## src/rtl/fss_pkg.sv

```systemverilog
package fss_pkg;
  typedef enum logic [2:0] {
    ST_IDLE    = 3'd0,
    ST_RUN     = 3'd1,
    ST_IC_WAIT = 3'd2,
    ST_IC_HELD = 3'd3,
    ST_DC_WAIT = 3'd4,
    ST_OUT     = 3'd5
  } seq_state_e;

  localparam int NUM_STALL_SRC = 2;
  localparam int SRC_IC = 0;
  localparam int SRC_DC = 1;
endpackage

```

## src/rtl/fss_ctrl.sv

```systemverilog
module fss_ctrl
  import fss_pkg::*;
(
  input  logic       clk_i,
  input  logic       rst_ni,
  input  logic       active_i,
  input  logic       sw_out_i,
  input  logic       ic_hit_i,
  input  logic       dc_hit_i,
  input  logic       mem_ref_i,
  input  logic       done_i,
  output seq_state_e state_o,
  output logic       fetch_v_o,
  output logic       exec_o,
  output logic       dc_req_o,
  output logic [NUM_STALL_SRC-1:0] stall_start_o,
  output logic [NUM_STALL_SRC-1:0] stall_end_o,
  output logic       err_o
);
  seq_state_e st_q, st_d;
  logic err_q;
  logic live;
  logic ic_miss, dc_miss;

  assign live      = active_i & ~sw_out_i & (st_q != ST_OUT);
  assign fetch_v_o = live & (st_q == ST_RUN);
  assign exec_o    = live & (((st_q == ST_RUN) & ic_hit_i) | (st_q == ST_IC_HELD));
  assign dc_req_o  = exec_o & mem_ref_i;
  assign ic_miss   = fetch_v_o & ~ic_hit_i;
  assign dc_miss   = dc_req_o & ~dc_hit_i;

  assign stall_start_o[SRC_IC] = ic_miss;
  assign stall_start_o[SRC_DC] = dc_miss;
  assign stall_end_o[SRC_IC]   = live & done_i & (st_q == ST_IC_WAIT);
  assign stall_end_o[SRC_DC]   = live & done_i & (st_q == ST_DC_WAIT);

  always_comb begin
    st_d = st_q;
    if (sw_out_i || st_q == ST_OUT) begin
      st_d = ST_OUT;
    end else if (!active_i) begin
      st_d = ST_IDLE;
    end else begin
      unique case (st_q)
        ST_IDLE:    st_d = ST_RUN;
        ST_RUN:     st_d = ic_miss ? ST_IC_WAIT : (dc_miss ? ST_DC_WAIT : ST_RUN);
        ST_IC_WAIT: st_d = done_i ? ST_IC_HELD : ST_IC_WAIT;
        ST_IC_HELD: st_d = dc_miss ? ST_DC_WAIT : ST_RUN;
        ST_DC_WAIT: st_d = done_i ? ST_RUN : ST_DC_WAIT;
        default:    st_d = ST_OUT;
      endcase
    end
  end

  always_ff @(posedge clk_i or negedge rst_ni) begin
    if (!rst_ni) begin
      st_q  <= ST_IDLE;
      err_q <= 1'b0;
    end else begin
      st_q <= st_d;
      // stray completion: no miss outstanding and not switched out
      if (done_i && !sw_out_i &&
          (st_q == ST_IDLE || st_q == ST_RUN || st_q == ST_IC_HELD))
        err_q <= 1'b1;
    end
  end

  assign state_o = st_q;
  assign err_o   = err_q;
endmodule

```

## src/rtl/fss_pc.sv

```systemverilog
module fss_pc #(
  parameter int          PC_W     = 32,
  parameter logic [PC_W-1:0] RESET_PC = '0
) (
  input  logic            clk_i,
  input  logic            rst_ni,
  input  logic            exec_i,
  input  logic            fault_i,
  output logic [PC_W-1:0] pc_o,
  output logic [PC_W-1:0] npc_o,
  output logic [PC_W-1:0] fetch_addr_o
);
  localparam logic [PC_W-1:0] INSN_BYTES = PC_W'(4);

  logic [PC_W-1:0] pc_q, npc_q;

  always_ff @(posedge clk_i or negedge rst_ni) begin
    if (!rst_ni) begin
      pc_q  <= RESET_PC;
      npc_q <= RESET_PC + INSN_BYTES;
    end else if (exec_i && !fault_i) begin
      pc_q  <= npc_q;
      npc_q <= npc_q + INSN_BYTES;
    end
  end

  assign pc_o         = pc_q;
  assign npc_o        = npc_q;
  assign fetch_addr_o = {pc_q[PC_W-1:2], 2'b00};
endmodule

```

## src/rtl/fss_cnt.sv

```systemverilog
module fss_cnt #(
  parameter int CNT_W = 32,
  parameter int CYC_W = 32
) (
  input  logic             clk_i,
  input  logic             rst_ni,
  input  logic             exec_i,
  input  logic             mem_i,
  output logic [CNT_W-1:0] inst_cnt_o,
  output logic [CNT_W-1:0] mem_cnt_o,
  output logic [CYC_W-1:0] cycle_o
);
  logic [CNT_W-1:0] inst_q, mem_q;
  logic [CYC_W-1:0] cyc_q;

  always_ff @(posedge clk_i or negedge rst_ni) begin
    if (!rst_ni) begin
      inst_q <= '0;
      mem_q  <= '0;
      cyc_q  <= '0;
    end else begin
      cyc_q <= cyc_q + 1'b1;
      if (exec_i) inst_q <= inst_q + 1'b1;
      if (mem_i)  mem_q  <= mem_q + 1'b1;
    end
  end

  assign inst_cnt_o = inst_q;
  assign mem_cnt_o  = mem_q;
  assign cycle_o    = cyc_q;
endmodule

```

## src/rtl/fss_stall_acc.sv

```systemverilog
module fss_stall_acc #(
  parameter int STALL_W = 32,
  parameter int CYC_W   = 32
) (
  input  logic               clk_i,
  input  logic               rst_ni,
  input  logic               start_i,
  input  logic               end_i,
  input  logic [CYC_W-1:0]   now_i,
  output logic [STALL_W-1:0] total_o
);
  localparam int SUM_W = ((CYC_W > STALL_W) ? CYC_W : STALL_W) + 1;
  localparam logic [SUM_W-1:0] SAT_V = SUM_W'({STALL_W{1'b1}});

  logic [CYC_W-1:0]   start_q;
  logic [STALL_W-1:0] tot_q;
  logic [CYC_W-1:0]   span;
  logic [SUM_W-1:0]   sum;

  assign span = now_i - start_q;
  assign sum  = SUM_W'(tot_q) + SUM_W'(span);

  always_ff @(posedge clk_i or negedge rst_ni) begin
    if (!rst_ni) begin
      start_q <= '0;
      tot_q   <= '0;
    end else begin
      if (start_i) start_q <= now_i;
      if (end_i)   tot_q   <= (sum > SAT_V) ? {STALL_W{1'b1}} : sum[STALL_W-1:0];
    end
  end

  assign total_o = tot_q;
endmodule

```

## src/rtl/fetch_stall_seq.sv

```systemverilog
module fetch_stall_seq
  import fss_pkg::*;
#(
  parameter int              PC_W     = 32,
  parameter int              CNT_W    = 32,
  parameter int              STALL_W  = 32,
  parameter int              CYC_W    = 32,
  parameter logic [PC_W-1:0] RESET_PC = '0
) (
  input  logic               clk_i,
  input  logic               rst_ni,
  input  logic               thread_active_i,
  input  logic               switch_out_i,
  input  logic               ic_hit_i,
  input  logic               dc_hit_i,
  input  logic               mem_ref_i,
  input  logic               fault_i,
  input  logic               done_i,
  output logic               fetch_valid_o,
  output logic [PC_W-1:0]    fetch_addr_o,
  output logic               exec_en_o,
  output logic               dc_req_o,
  output logic [PC_W-1:0]    pc_o,
  output logic [PC_W-1:0]    npc_o,
  output logic [2:0]         state_o,
  output logic               err_o,
  output logic [CNT_W-1:0]   inst_cnt_o,
  output logic [CNT_W-1:0]   mem_cnt_o,
  output logic [STALL_W-1:0] ic_stall_o,
  output logic [STALL_W-1:0] dc_stall_o
);
  seq_state_e st;
  logic [NUM_STALL_SRC-1:0] stall_start, stall_end;
  logic [NUM_STALL_SRC-1:0][STALL_W-1:0] stall_tot;
  logic [CYC_W-1:0] now;

  fss_ctrl u_ctrl (
    .clk_i        (clk_i),
    .rst_ni       (rst_ni),
    .active_i     (thread_active_i),
    .sw_out_i     (switch_out_i),
    .ic_hit_i     (ic_hit_i),
    .dc_hit_i     (dc_hit_i),
    .mem_ref_i    (mem_ref_i),
    .done_i       (done_i),
    .state_o      (st),
    .fetch_v_o    (fetch_valid_o),
    .exec_o       (exec_en_o),
    .dc_req_o     (dc_req_o),
    .stall_start_o(stall_start),
    .stall_end_o  (stall_end),
    .err_o        (err_o)
  );

  fss_pc #(.PC_W(PC_W), .RESET_PC(RESET_PC)) u_pc (
    .clk_i       (clk_i),
    .rst_ni      (rst_ni),
    .exec_i      (exec_en_o),
    .fault_i     (fault_i),
    .pc_o        (pc_o),
    .npc_o       (npc_o),
    .fetch_addr_o(fetch_addr_o)
  );

  fss_cnt #(.CNT_W(CNT_W), .CYC_W(CYC_W)) u_cnt (
    .clk_i     (clk_i),
    .rst_ni    (rst_ni),
    .exec_i    (exec_en_o),
    .mem_i     (dc_req_o),
    .inst_cnt_o(inst_cnt_o),
    .mem_cnt_o (mem_cnt_o),
    .cycle_o   (now)
  );

  for (genvar g = 0; g < NUM_STALL_SRC; g++) begin : g_stall
    fss_stall_acc #(.STALL_W(STALL_W), .CYC_W(CYC_W)) u_acc (
      .clk_i  (clk_i),
      .rst_ni (rst_ni),
      .start_i(stall_start[g]),
      .end_i  (stall_end[g]),
      .now_i  (now),
      .total_o(stall_tot[g])
    );
  end

  assign state_o    = st;
  assign ic_stall_o = stall_tot[SRC_IC];
  assign dc_stall_o = stall_tot[SRC_DC];
endmodule

```

## config.mk

```make
export PLATFORM = sky130hd
export DESIGN_NAME = fetch_stall_seq
export DESIGN_NICKNAME = d
export VERILOG_FILES = /design/src/rtl/fss_pkg.sv /design/src/rtl/fss_ctrl.sv /design/src/rtl/fss_pc.sv /design/src/rtl/fss_cnt.sv /design/src/rtl/fss_stall_acc.sv /design/src/rtl/fetch_stall_seq.sv
export SDC_FILE = /design/constraint.sdc
export NUM_CORES = 1
export LEC_CHECK = 0
export BUFFER_PORTS_ARGS = -buffer_cell sky130_fd_sc_hd__buf_4
export CORE_MARGIN = 2
export CORE_UTILIZATION = 59
export CTS_BUF_LIST = sky130_fd_sc_hd__clkbuf_16
export DETAILED_ROUTE_END_ITERATION = 7
export PLACE_DENSITY = 0.81
export SLEW_MARGIN = 10
export SYNTH_ARGS = -nofsm -noshare
export SYNTH_HDL_FRONTEND = slang
export SYNTH_SLANG_ARGS = --single-unit
```

## constraint.sdc

```tcl
create_clock -name clk_i -period 5.75 [get_ports clk_i]
set_input_delay 0.8625 -clock clk_i [delete_from_list [all_inputs] [get_ports clk_i]]
set_output_delay 0.8625 -clock clk_i [all_outputs]
set_load 0.01 [all_outputs]
```

==> out/metrics.yaml, run 1 <==
hp-class: "input port to asynchronous set/reset pin"
synth_compound_area_frac: 0.156
dpl.cell_count: 2455
antenna_found_initial: 0
synthFlopType: "dfrtp_1"
grt_use_met3: 0.0501
num_vias: 14300
clock_sinks: 288
slew_viol_final: 0
status: "completed"
core_sq_mm: 0.0297
gp_congestion: 0.891
start_util: 0.602
num_rows: 63
cts_made_buffers: 34
ctsHtreeMaxLevel: 2
required_ns: 6.14
synth_area_per_cell_sq_um: 9.45
fin_crit_sh: 0.932
grt_overflow: 0
synth_top_family_by_area: "compound AO/OA/AOI/OAI gates"
wl_per_cell_um: 16.5
yosysSeqAreaShare: 0.403
use_met2: 0.472
ys_types: 78
drc_errors: 0
synthCells: 1894
synthSimpleGateAreaFrac: 0.153
clock_latency_ns: 0.52
pin_count: 240
yosys_warnings: 0
finalHoldViolations: 0
nets: 2254
die_height_um: 178
track_usage: 0.260
grt_max_degree: 121
antenna_left: 0
dr.pass1.iters: 5
synthMuxAreaShare: 0.0233
fmax_mhz: 187
finalWorstSetupSlack_ns: 0.392
layout_commonest_cell: "dfrtp_1"
tightest_slew_ns: 0.926
fin_skew_ns: 0.0184
fillers: 2209
layoutNonFillerInstCount: 2516
synthAdderAreaFrac: 0.102
antennaDiodeCount: 0
die-area_sq_mm: 0.0317
rsz0062_at_grt: "false"
portBuffers: 233
place_ws_ns: 0.202
grt_pass1_vias: 14100
mostFrequentLayoutCells: "dfrtp_1 (287), buf_4 (242), nand2_1 (163)"
cp_max_fo: 31
area_delta_synth_final_pct: 17.5
finalSetupViolCount: 0
root_buffer: "clkbuf_16"
fp.dieW_um: 178
vias_per_cell: 5.70
utilization: 0.708
crit_type: "flip-flop to flip-flop"
min_period_ns: 5.36
clk_pin_slew_ns: 0.06
synth_xor_area_frac: 0.113
seq_area_sq_mm: 0.00721
hold_ws_ns: 0.403
relSlewSlack: 0.381
worst_ep_arrival_time_ns: 5.75
power_density_mw_per_mm2: 230
holdBufCountCts: 0
synth_edf_count: 0
multiInputGateArea_sq_mm: 0.00988
clock_path_buffers: 3
dpl.hpwl_um: 29900
ys_seq_elements: 288
async_flop_share: 1.00
drive_gt1_frac: 0.173
met1_usage: 0.307
tritoncts: "built"
tns_ns: 0
dr.first_iter.drc_count: 734
cp-end-kind: "flip-flop"
start_kind: "flip-flop"
peakVddDrop_mv: 0.201
grt.busiest_layer: "met2"
drv_cap: 0
p_leak_nw: 11.0
grt_pass1_wl_um: 67800
wirelength_um: 41400
synth_area_sq_mm: 0.0179
==> cell usage after synthesis (all sizes together), types with 7 or more instances <==
cell,number,share of area
a211oi,10,0.0042
a21o,62,0.026
a21oi,154,0.043
a31oi,13,0.0049
and2,8,0.0028
and3,33,0.012
and4,13,0.0064
buf,46,0.019
clkbuf,33,0.0069
dfrtp,287,0.40
ha,140,0.098
inv,110,0.023
mux2,37,0.023
nand2,164,0.035
nand2b,23,0.0080
nand3,60,0.017
nand4,39,0.014
nor2,148,0.032
nor2b,15,0.0052
nor3,20,0.0068
o211ai,8,0.0034
o21a,13,0.0055
o21ai,114,0.032
o21bai,14,0.0059
o41ai,7,0.0053
or2,8,0.0029
xnor2,162,0.079
xor2,69,0.034
==> metal layers <==
layer | share of wire | vias up | wire length (um)
met1 | 0.40 | 6885 | 16800
met4 | 0.025 | 0 | 1060
li1 | - | 6990 | -
met3 | 0.055 | 85 | 2270
met5 | 0 | - | 0
met2 | 0.52 | 374 | 21300
==> where the power goes <==
| group | total [W] | switching, W | internal, W |
|---|---|---|---|
| combinational | 0.000466 | 0.000278 | 0.000187 |
| sequential | 0.00211 | 0.0000364 | 0.00208 |
| clock | 0.00225 | 0.000867 | 0.00138 |
==> state kept, by name, indices dropped and copies added, names as in the netlist <==
register and flops:
u_cnt.mem_cnt_o 32, u_pc.npc_o 30, u_cnt.cycle_o 32, u_cnt.inst_cnt_o 32, u_ctrl.state_o 3, g_stall.u_acc.total_o 64
u_ctrl.err_o 1, g_stall.u_acc.start_q 64, u_pc.pc_o 30
==> stage by stage <==
stage	cell area, sq um	total power, W
2_1_floorplan	17900	0.00245
3_3_place_gp	19800	0.00260
3_5_place_dp	19800	0.00261
4_1_cts	21000	0.00487
5_1_grt	21000	0.00502
6_report	21000	0.00483
==> final cells by class <==
cell class | count | area share
multi-input cells | 1422 | 0.470
flip-flops and latches | 288 | 0.343
repair buffers | 245 | 0.0890
clock buffers | 37 | 0.0440
well taps | 390 | 0.0232
inverters | 110 | 0.0198
clock inverters | 24 | 0.0113
==> path summary, 6_finish.rpt <==
kind	startpoint	to	slack, ns	cells after the start
worst min register to register	u_cnt.mem_cnt_o[31]	u_cnt.mem_cnt_o[31]	0.48	1
worst max register to register	u_cnt.cycle_o[0]	g_stall[1].u_acc.total_o[23]	0.39	24
worst max-delay path	u_cnt.cycle_o[0]	g_stall[1].u_acc.total_o[23]	0.39	24
worst min-delay path	rst_ni	g_stall[0].u_acc.total_o[3]	0.40	1
max in group asynchronous	rst_ni	u_cnt.inst_cnt_o[6]	4.05	2
min in group clk_i	u_cnt.mem_cnt_o[31]	u_cnt.mem_cnt_o[31]	0.48	1
==> worst max-delay path: stages (launching register included) <==
cell	delay, ns
dfrtp_1	0.43
inv_1	0.13
ha_1	0.18
inv_1	0.06
fa_1	0.40
a21o_1	0.21
a21oi_2	0.19
o211ai_1	0.13
nand2_1	0.13
o21a_1	0.16
o21ai_0	0.12
o41ai_2	0.39
o21bai_1	0.10
a21oi_1	0.19
xnor2_1	0.17
ha_2	0.37
nand3_1	0.14
o211ai_1	0.12
a221o_1	0.36
a41o_1	0.26
a31oi_4	0.23
nor2_1	0.11
o41ai_4	0.33
buf_12	0.24
a21oi_1	0.09
==> what timing repair did <==
action                     CTS  global route
gates resized for setup      0             6
setup endpoints to repair    0            59
buffers inserted             0             0
==> kinds of logic (layout without fill, tap and decap cells) <==
group                      Yosys count  count (layout)
and+or+nand+nor                    555             555
AOI/OAI and AO/OA                  449             449
DFF                                288             288
xor gates and xnor gates           231             231
buffers and inverters              189             416
adders and majority gates          144             144
muxes                               37              37
other                                1               6
(Power assumes the default switching activity.)
==> inputs of run 2 (changes only) <==
--- a/config.mk
+++ b/config.mk
@@ -8,10 +8,9 @@
 export BUFFER_PORTS_ARGS = -buffer_cell sky130_fd_sc_hd__buf_4
 export CORE_MARGIN = 2
 export CORE_UTILIZATION = 59
-export CTS_BUF_LIST = sky130_fd_sc_hd__clkbuf_16
 export DETAILED_ROUTE_END_ITERATION = 7
 export PLACE_DENSITY = 0.81
-export SLEW_MARGIN = 10
+export SETUP_SLACK_MARGIN = 0.02
 export SYNTH_ARGS = -nofsm -noshare
 export SYNTH_HDL_FRONTEND = slang
 export SYNTH_SLANG_ARGS = --single-unit
==> run 2 against run 1 <==
Maximum frequency up 0.12%. Largest power group unchanged. Highest routed layer unchanged. Via count down 0.13%. Count of clock-buffer cells in the layout up 12. Global-route usage up 0.084 points. Non-clock buffer count up 1. Core utilization up 0.23 points. Sequential cell count unchanged. Sequential share of layout area down 0.11 points. Clock skew up 0.00096 ns. Worst hold slack worse by 0.0077 ns. Total power up 1.9%.
==> out/metrics.yaml, run 2 (synthesis results as in run 1) <==
grt_pass1_vias: 14100  # -0.18%
required_ns: 6.14  # about the same
p_sw_frac: 0.240  # -0.00451
clock_sinks: 288  # unchanged
layout_commonest_cell: "dfrtp_1"
min_period_ns: 5.35  # -0.00634 ns
finalWorstSetupSlack_ns: 0.398  # +0.00634 ns
ctsHtreeMaxLevel: 2  # unchanged
place_ws_ns: 0.202  # unchanged
finalPower_w: 0.00492  # +1.9%
path_cells: "inv_1 > ha_1 > inv_1 > fa_1 > a21o_1 > a21oi_2 > o211ai_1 > nand2_1 > o21a_1 > o21ai_0 > o41ai_2 > o21bai_1 > a21oi_1 > xnor2_1 > ha_2 > nand3_1 > o211ai_1 > a221o_1 > a41o_1 > a31oi_4 > nor2_1 > o41ai_4 > buf_12 > a21oi_1"
p_sw_w: 0.00118  # about the same
dpl.hpwl_um: 29900  # unchanged
place_area_sq_mm: 0.0198  # unchanged
power_frac_clock: 0.476  # +0.010
drive_gt1_frac: 0.176  # +0.00321
design_area_sq_mm: 0.0211  # +0.32%
finalHoldViolations: 0  # unchanged
fin_skew_ns: 0.0194  # +0.000965 ns
fmax_mhz: 187  # +0.12%
grt_overflow: 0  # unchanged
antennaDiodeCount: 0  # unchanged
dr.first_iter.drc_count: 794  # +8.2%
tns_ns: 0  # unchanged
mostFrequentLayoutCells: "dfrtp_1 (287), buf_4 (243), nand2_1 (163)"
clk_pin_slew_ns: 0.06  # about the same
antenna_found_initial: 0  # unchanged
drv_cap: 0  # unchanged
wirelength_um: 41600  # +0.37%
vias_per_cell: 5.69  # -0.17%
gp_congestion: 0.891  # unchanged
crit_buf_inv: 3  # unchanged
core_sq_mm: 0.0297  # unchanged
status: "completed"
portBuffers: 233  # unchanged
wl_per_cell_um: 16.5  # +0.33%
finalSetupViolCount: 0  # unchanged
start_kind: "flip-flop"
peakVddDrop_mv: 0.201  # about the same
fp.dieW_um: 178  # unchanged
tightest_slew_ns: 0.928  # +0.00195 ns
cp_max_fo: 31  # unchanged
die-area_sq_mm: 0.0317  # unchanged
num_vias: 14300  # -0.13%
crit_type: "flip-flop to flip-flop"
slew_viol_final: 0  # unchanged
p_leak_nw: 11.1  # +0.12%
relSlewSlack: 0.380  # -0.00131
hp-class: "input port to asynchronous set/reset pin"
nets: 2255  # +0.044%
cp_slowest_stage_delay_ns: 0.43  # about the same
cp-end-kind: "flip-flop"
pin_count: 240  # unchanged
drc_errors: 0  # unchanged
clock_latency_ns: 0.52  # about the same
holdBufCountCts: 0  # unchanged
grt_max_degree: 121  # unchanged
slowest_stage: "dfrtp_1"
crit_family: "compound AO/OA/AOI/OAI gates"
track_usage: 0.260  # +0.000844
root_buffer: "clkbuf_16"
start_util: 0.602  # unchanged
internal_power_w: 0.00374  # +2.5%
fin_crit_sh: 0.931  # -0.00110
power_frac_seq: 0.430  # -0.008
grt_pass1_wl_um: 68000  # +0.26%
worst_ep_arrival_time_ns: 5.75  # about the same
antenna_left: 0  # unchanged
dr.pass1.iters: 5  # unchanged
pwr-share-comb: 0.095  # about the same
die_height_um: 178  # unchanged
clock_path_buffers: 3  # unchanged
rsz0062_at_grt: "false"
area_delta_synth_final_pct: 17.9
tritoncts: "built"
num_rows: 63  # unchanged
power_density_mw_per_mm2: 233  # +1.6%
cts_made_buffers: 34  # unchanged
-- run 2: power by group through the flow --
stage | clock network, W | registers [W] | logic (W)
floorplan | 0 | 0.00215 | 0.000296
global placement | 0 | 0.00215 | 0.000449
detailed placement | 0 | 0.00215 | 0.000464
CTS | 0.00238 | 0.00211 | 0.000469
global route | 0.00247 | 0.00212 | 0.000524
finish | 0.00234 | 0.00211 | 0.000466
-- run 2: timing repair --
item | 4_1_cts | 5_1_grt
hold endpoints to repair | 0 | 0
setup buffers | 0 | 1
setup endpoints to repair | 0 | 59
gates resized for setup | 0 | 6
-- run 2: path summary, 6_finish.rpt --
path	to	slack, ns	start	depth (start not counted)
max in group asynchronous	u_cnt.inst_cnt_o[6]	4.07	rst_ni	2
worst max register to register	g_stall[1].u_acc.total_o[23]	0.40	u_cnt.cycle_o[0]	24
worst min register to register	u_cnt.mem_cnt_o[31]	0.48	u_cnt.mem_cnt_o[31]	1
worst min-delay path	g_stall[0].u_acc.total_o[3]	0.40	rst_ni	1
min in group clk_i	u_cnt.mem_cnt_o[31]	0.48	u_cnt.mem_cnt_o[31]	1
worst max-delay path	g_stall[1].u_acc.total_o[23]	0.40	u_cnt.cycle_o[0]	24
-- run 2: worst reg2reg max path, delay by kind of cell (launching register included) --
family	cells	cell delay (ns)
compound gates	14	2.89
fa+ha+maj	3	0.95
flops	1	0.43
buf+inv	3	0.43
simple gates	3	0.37
xor+xnor	1	0.16
-- run 2: final cells by class --
cell class | count | area [sq um]
well taps | 390 | 488
fillers | 2205 | 8620
clock inverters | 12 | 193
clock buffers | 49 | 1030
repair buffers | 246 | 1880
inverters | 110 | 415
flip-flops and latches | 288 | 7210
multi-input cells | 1422 | 9880
-- run 2: layer usage --
metal | vias to the layer above | part of all wire | GRT usage
met5 | - | 0 | 0
met4 | 0 | 0.024 | 0.0837
met3 | 82 | 0.053 | 0.0497
met2 | 375 | 0.51 | 0.473
met1 | 6862 | 0.41 | 0.310
li1 | 6996 | - | -
-- run 2: per-stage QoR --
step,cells,hold WS [ns],utilization
3_5_place_dp,2455,0.467,0.668
6_report,2517,0.395,0.710
4_1_cts,2516,0.451,0.709
2_1_floorplan,1899,0.485,-
5_1_grt,2517,0.463,0.710
3_3_place_gp,2455,0.463,0.668
==> inputs of run 3 (changes only) <==
--- a/config.mk
+++ b/config.mk
@@ -9,7 +9,7 @@
 export CORE_MARGIN = 2
 export CORE_UTILIZATION = 59
 export DETAILED_ROUTE_END_ITERATION = 7
-export PLACE_DENSITY = 0.81
+export PLACE_DENSITY = 0.86
 export SETUP_SLACK_MARGIN = 0.02
 export SYNTH_ARGS = -nofsm -noshare
 export SYNTH_HDL_FRONTEND = slang
==> run 3 against run 2 <==
Sequential share of layout area is essentially flat. Register-to-register slack is essentially flat. Via count grew 2.0%. First-iteration DRC count shrank 3.5%. Count of clock-buffer cells in the layout is the same. Combinational power is essentially flat. Design area is essentially flat. Critical endpoint is now g_stall[1].u_acc.total_o[4].
==> out/metrics.yaml, run 3 (synthesis results as in run 1) <==
antennaDiodeCount: 0  # unchanged
pin_count: 240  # unchanged
grt_max_degree: 128  # +5.8%
power_density_mw_per_mm2: 233  # about the same
start_kind: "flip-flop"
relSlewSlack: 0.393  # +0.0129
r2r_start: "u_cnt.cycle_o[0]"
dr.pass1.iters: 7  # +2
wl_per_cell_um: 16.7  # +1.3%
rr_worst_depth: 24  # unchanged
clock_sinks: 288  # unchanged
min_period_ns: 5.34  # -0.00832 ns
status: "completed"
fin_skew_ns: 0.0173  # -0.00216 ns
routed-wl-met2_um: 21800  # +1.8%
finalSetupViolCount: 0  # unchanged
fp.dieW_um: 178  # unchanged
drive_gt1_frac: 0.176  # unchanged
grt_pass1_vias: 14800  # +5.1%
tns_ns: 0  # unchanged
fin_crit_sh: 0.929  # -0.00145
vias_per_cell: 5.80  # +2.0%
portBuffers: 233  # unchanged
fillers: 2106  # -4.5%
root_buffer: "clkbuf_16"
core_sq_mm: 0.0297  # unchanged
worst_ep_arrival_time_ns: 5.73  # -0.02 ns
grt_overflow: 0  # unchanged
die-area_sq_mm: 0.0317  # unchanged
die_height_um: 178  # unchanged
wirelength_um: 42100  # +1.3%
required_ns: 6.13  # about the same
track_usage: 0.266  # +0.00532
peakVddDrop_mv: 0.196  # -2.1%
cp_max_fo: 30  # -3.2%
cp-end-kind: "flip-flop"
gp_congestion: 0.948  # +6.4%
cts_made_buffers: 34  # unchanged
grt_pass1_wl_um: 70100  # +3.1%
clk_pin_slew_ns: 0.06  # about the same
hp-class: "input port to asynchronous set/reset pin"
reg2reg_to: "g_stall[1].u_acc.total_o[4]"
num_rows: 63  # unchanged
tightest_slew_ns: 0.901  # -0.0267 ns
num_vias: 14600  # +2.0%
dpl.hpwl_um: 29600  # -0.93%
met3_wirelength_um: 2220  # about the same
holdBufCountCts: 0  # unchanged
dr.first_iter.drc_count: 766  # -3.5%
drv_cap: 0  # unchanged
antenna_left: 0  # unchanged
area_delta_synth_final_pct: 17.9  # about the same
mostFrequentLayoutCells: "dfrtp_1 (287), buf_4 (244), nand2_1 (163)"
clock_path_buffers: 3  # unchanged
met1_length_um: 17000  # +0.70%
crit_type: "flip-flop to flip-flop"
layout_commonest_cell: "dfrtp_1"
clock_latency_ns: 0.51  # about the same
drc_errors: 0  # unchanged
ctsHtreeMaxLevel: 2  # unchanged
tritoncts: "built"
slew_viol_final: 0  # unchanged
nets: 2256  # +0.044%
ff2ff_setup_slack_ns: 0.41  # about the same
hold_ws_ns: 0.396  # +0.000396 ns
antenna_found_initial: 0  # unchanged
finalHoldViolations: 0  # unchanged
fmax_mhz: 187  # +0.16%
top_layer: "met4"
start_util: 0.602  # unchanged
p_leak_nw: 11.1  # about the same
rsz0062_at_grt: "true"
-- run 3: worst max path at each step --
stage                startpoint                           to  slack (ns)  cells past startpoint
2_1_floorplan  u_cnt.cycle_o[0]  g_stall[1].u_acc.total_o[1]        0.71                     25
3_3_place_gp   u_cnt.cycle_o[0]  g_stall[1].u_acc.total_o[3]        0.42                     24
3_5_place_dp   u_cnt.cycle_o[0]  g_stall[1].u_acc.total_o[4]        0.23                     24
4_1_cts        u_cnt.cycle_o[0]  g_stall[1].u_acc.total_o[4]        0.19                     24
5_1_grt        u_cnt.cycle_o[0]  g_stall[1].u_acc.total_o[4]       0.006                     24
6_report       u_cnt.cycle_o[0]  g_stall[1].u_acc.total_o[4]        0.41                     24
-- run 3: metal layers --
layer  global-route usage  vias to the layer above
li1                     -                     6987
met1                0.321                     7082
met2                0.479                      433
met3               0.0471                      100
met4               0.0844                        0
met5                    0                        -
-- run 3: what timing repair did --
item	in CTS	in global routing
resized for setup	0	5
setup buffers	0	2
setup endpoints to repair	0	64
-- run 3: cell type report --
type / instances / area, sq um / area share
Clock buffer: 49 / 1030 / 0.0489
Clock inverter: 11 / 186 / 0.00884
Inverter: 110 / 413 / 0.0196
Multi-Input combinational cell: 1422 / 9880 / 0.469
Sequential cell: 288 / 7210 / 0.342
Tap cell: 390 / 488 / 0.0231
Timing Repair Buffer: 247 / 1890 / 0.0894
-- run 3: metrics by stage --
step / power [W] / cells / cell area (sq um) / worst slack, ns / utilization
2_1_floorplan: 0.00245 / 1899 / 17900 / 0.708 / -
3_3_place_gp: 0.00260 / 2455 / 19800 / 0.425 / 0.668
3_5_place_dp: 0.00261 / 2455 / 19800 / 0.231 / 0.668
4_1_cts: 0.00496 / 2515 / 21100 / 0.187 / 0.709
5_1_grt: 0.00511 / 2517 / 21100 / 0.00570 / 0.710
6_report: 0.00492 / 2517 / 21100 / 0.406 / 0.710
-- run 3: where the power goes --
part	leakage, nW	total, W	switching [W]	internal [W]
clock	0.597	0.00234	0.000866	0.00147
combinational	6.78	0.000469	0.000282	0.000187
sequential	3.68	0.00211	0.0000363	0.00208
total	11.1	0.00492	0.00118	0.00374
-- run 3: critical path: stages, from the launching register on --
cell,delay [ns]
dfrtp_1,0.43
inv_1,0.12
ha_1,0.18
inv_1,0.06
fa_1,0.39
a21o_1,0.20
a21oi_2,0.19
o211ai_1,0.14
nand2_1,0.12
o21a_1,0.16
o21ai_0,0.12
o41ai_2,0.38
o21bai_1,0.09
a21oi_1,0.18
xnor2_1,0.14
ha_1,0.34
nand3_1,0.15
o211ai_1,0.12
a221o_1,0.37
a41o_1,0.26
a31oi_4,0.23
nor2_1,0.12
o41ai_4,0.35
buf_12,0.24
a21oi_1,0.10
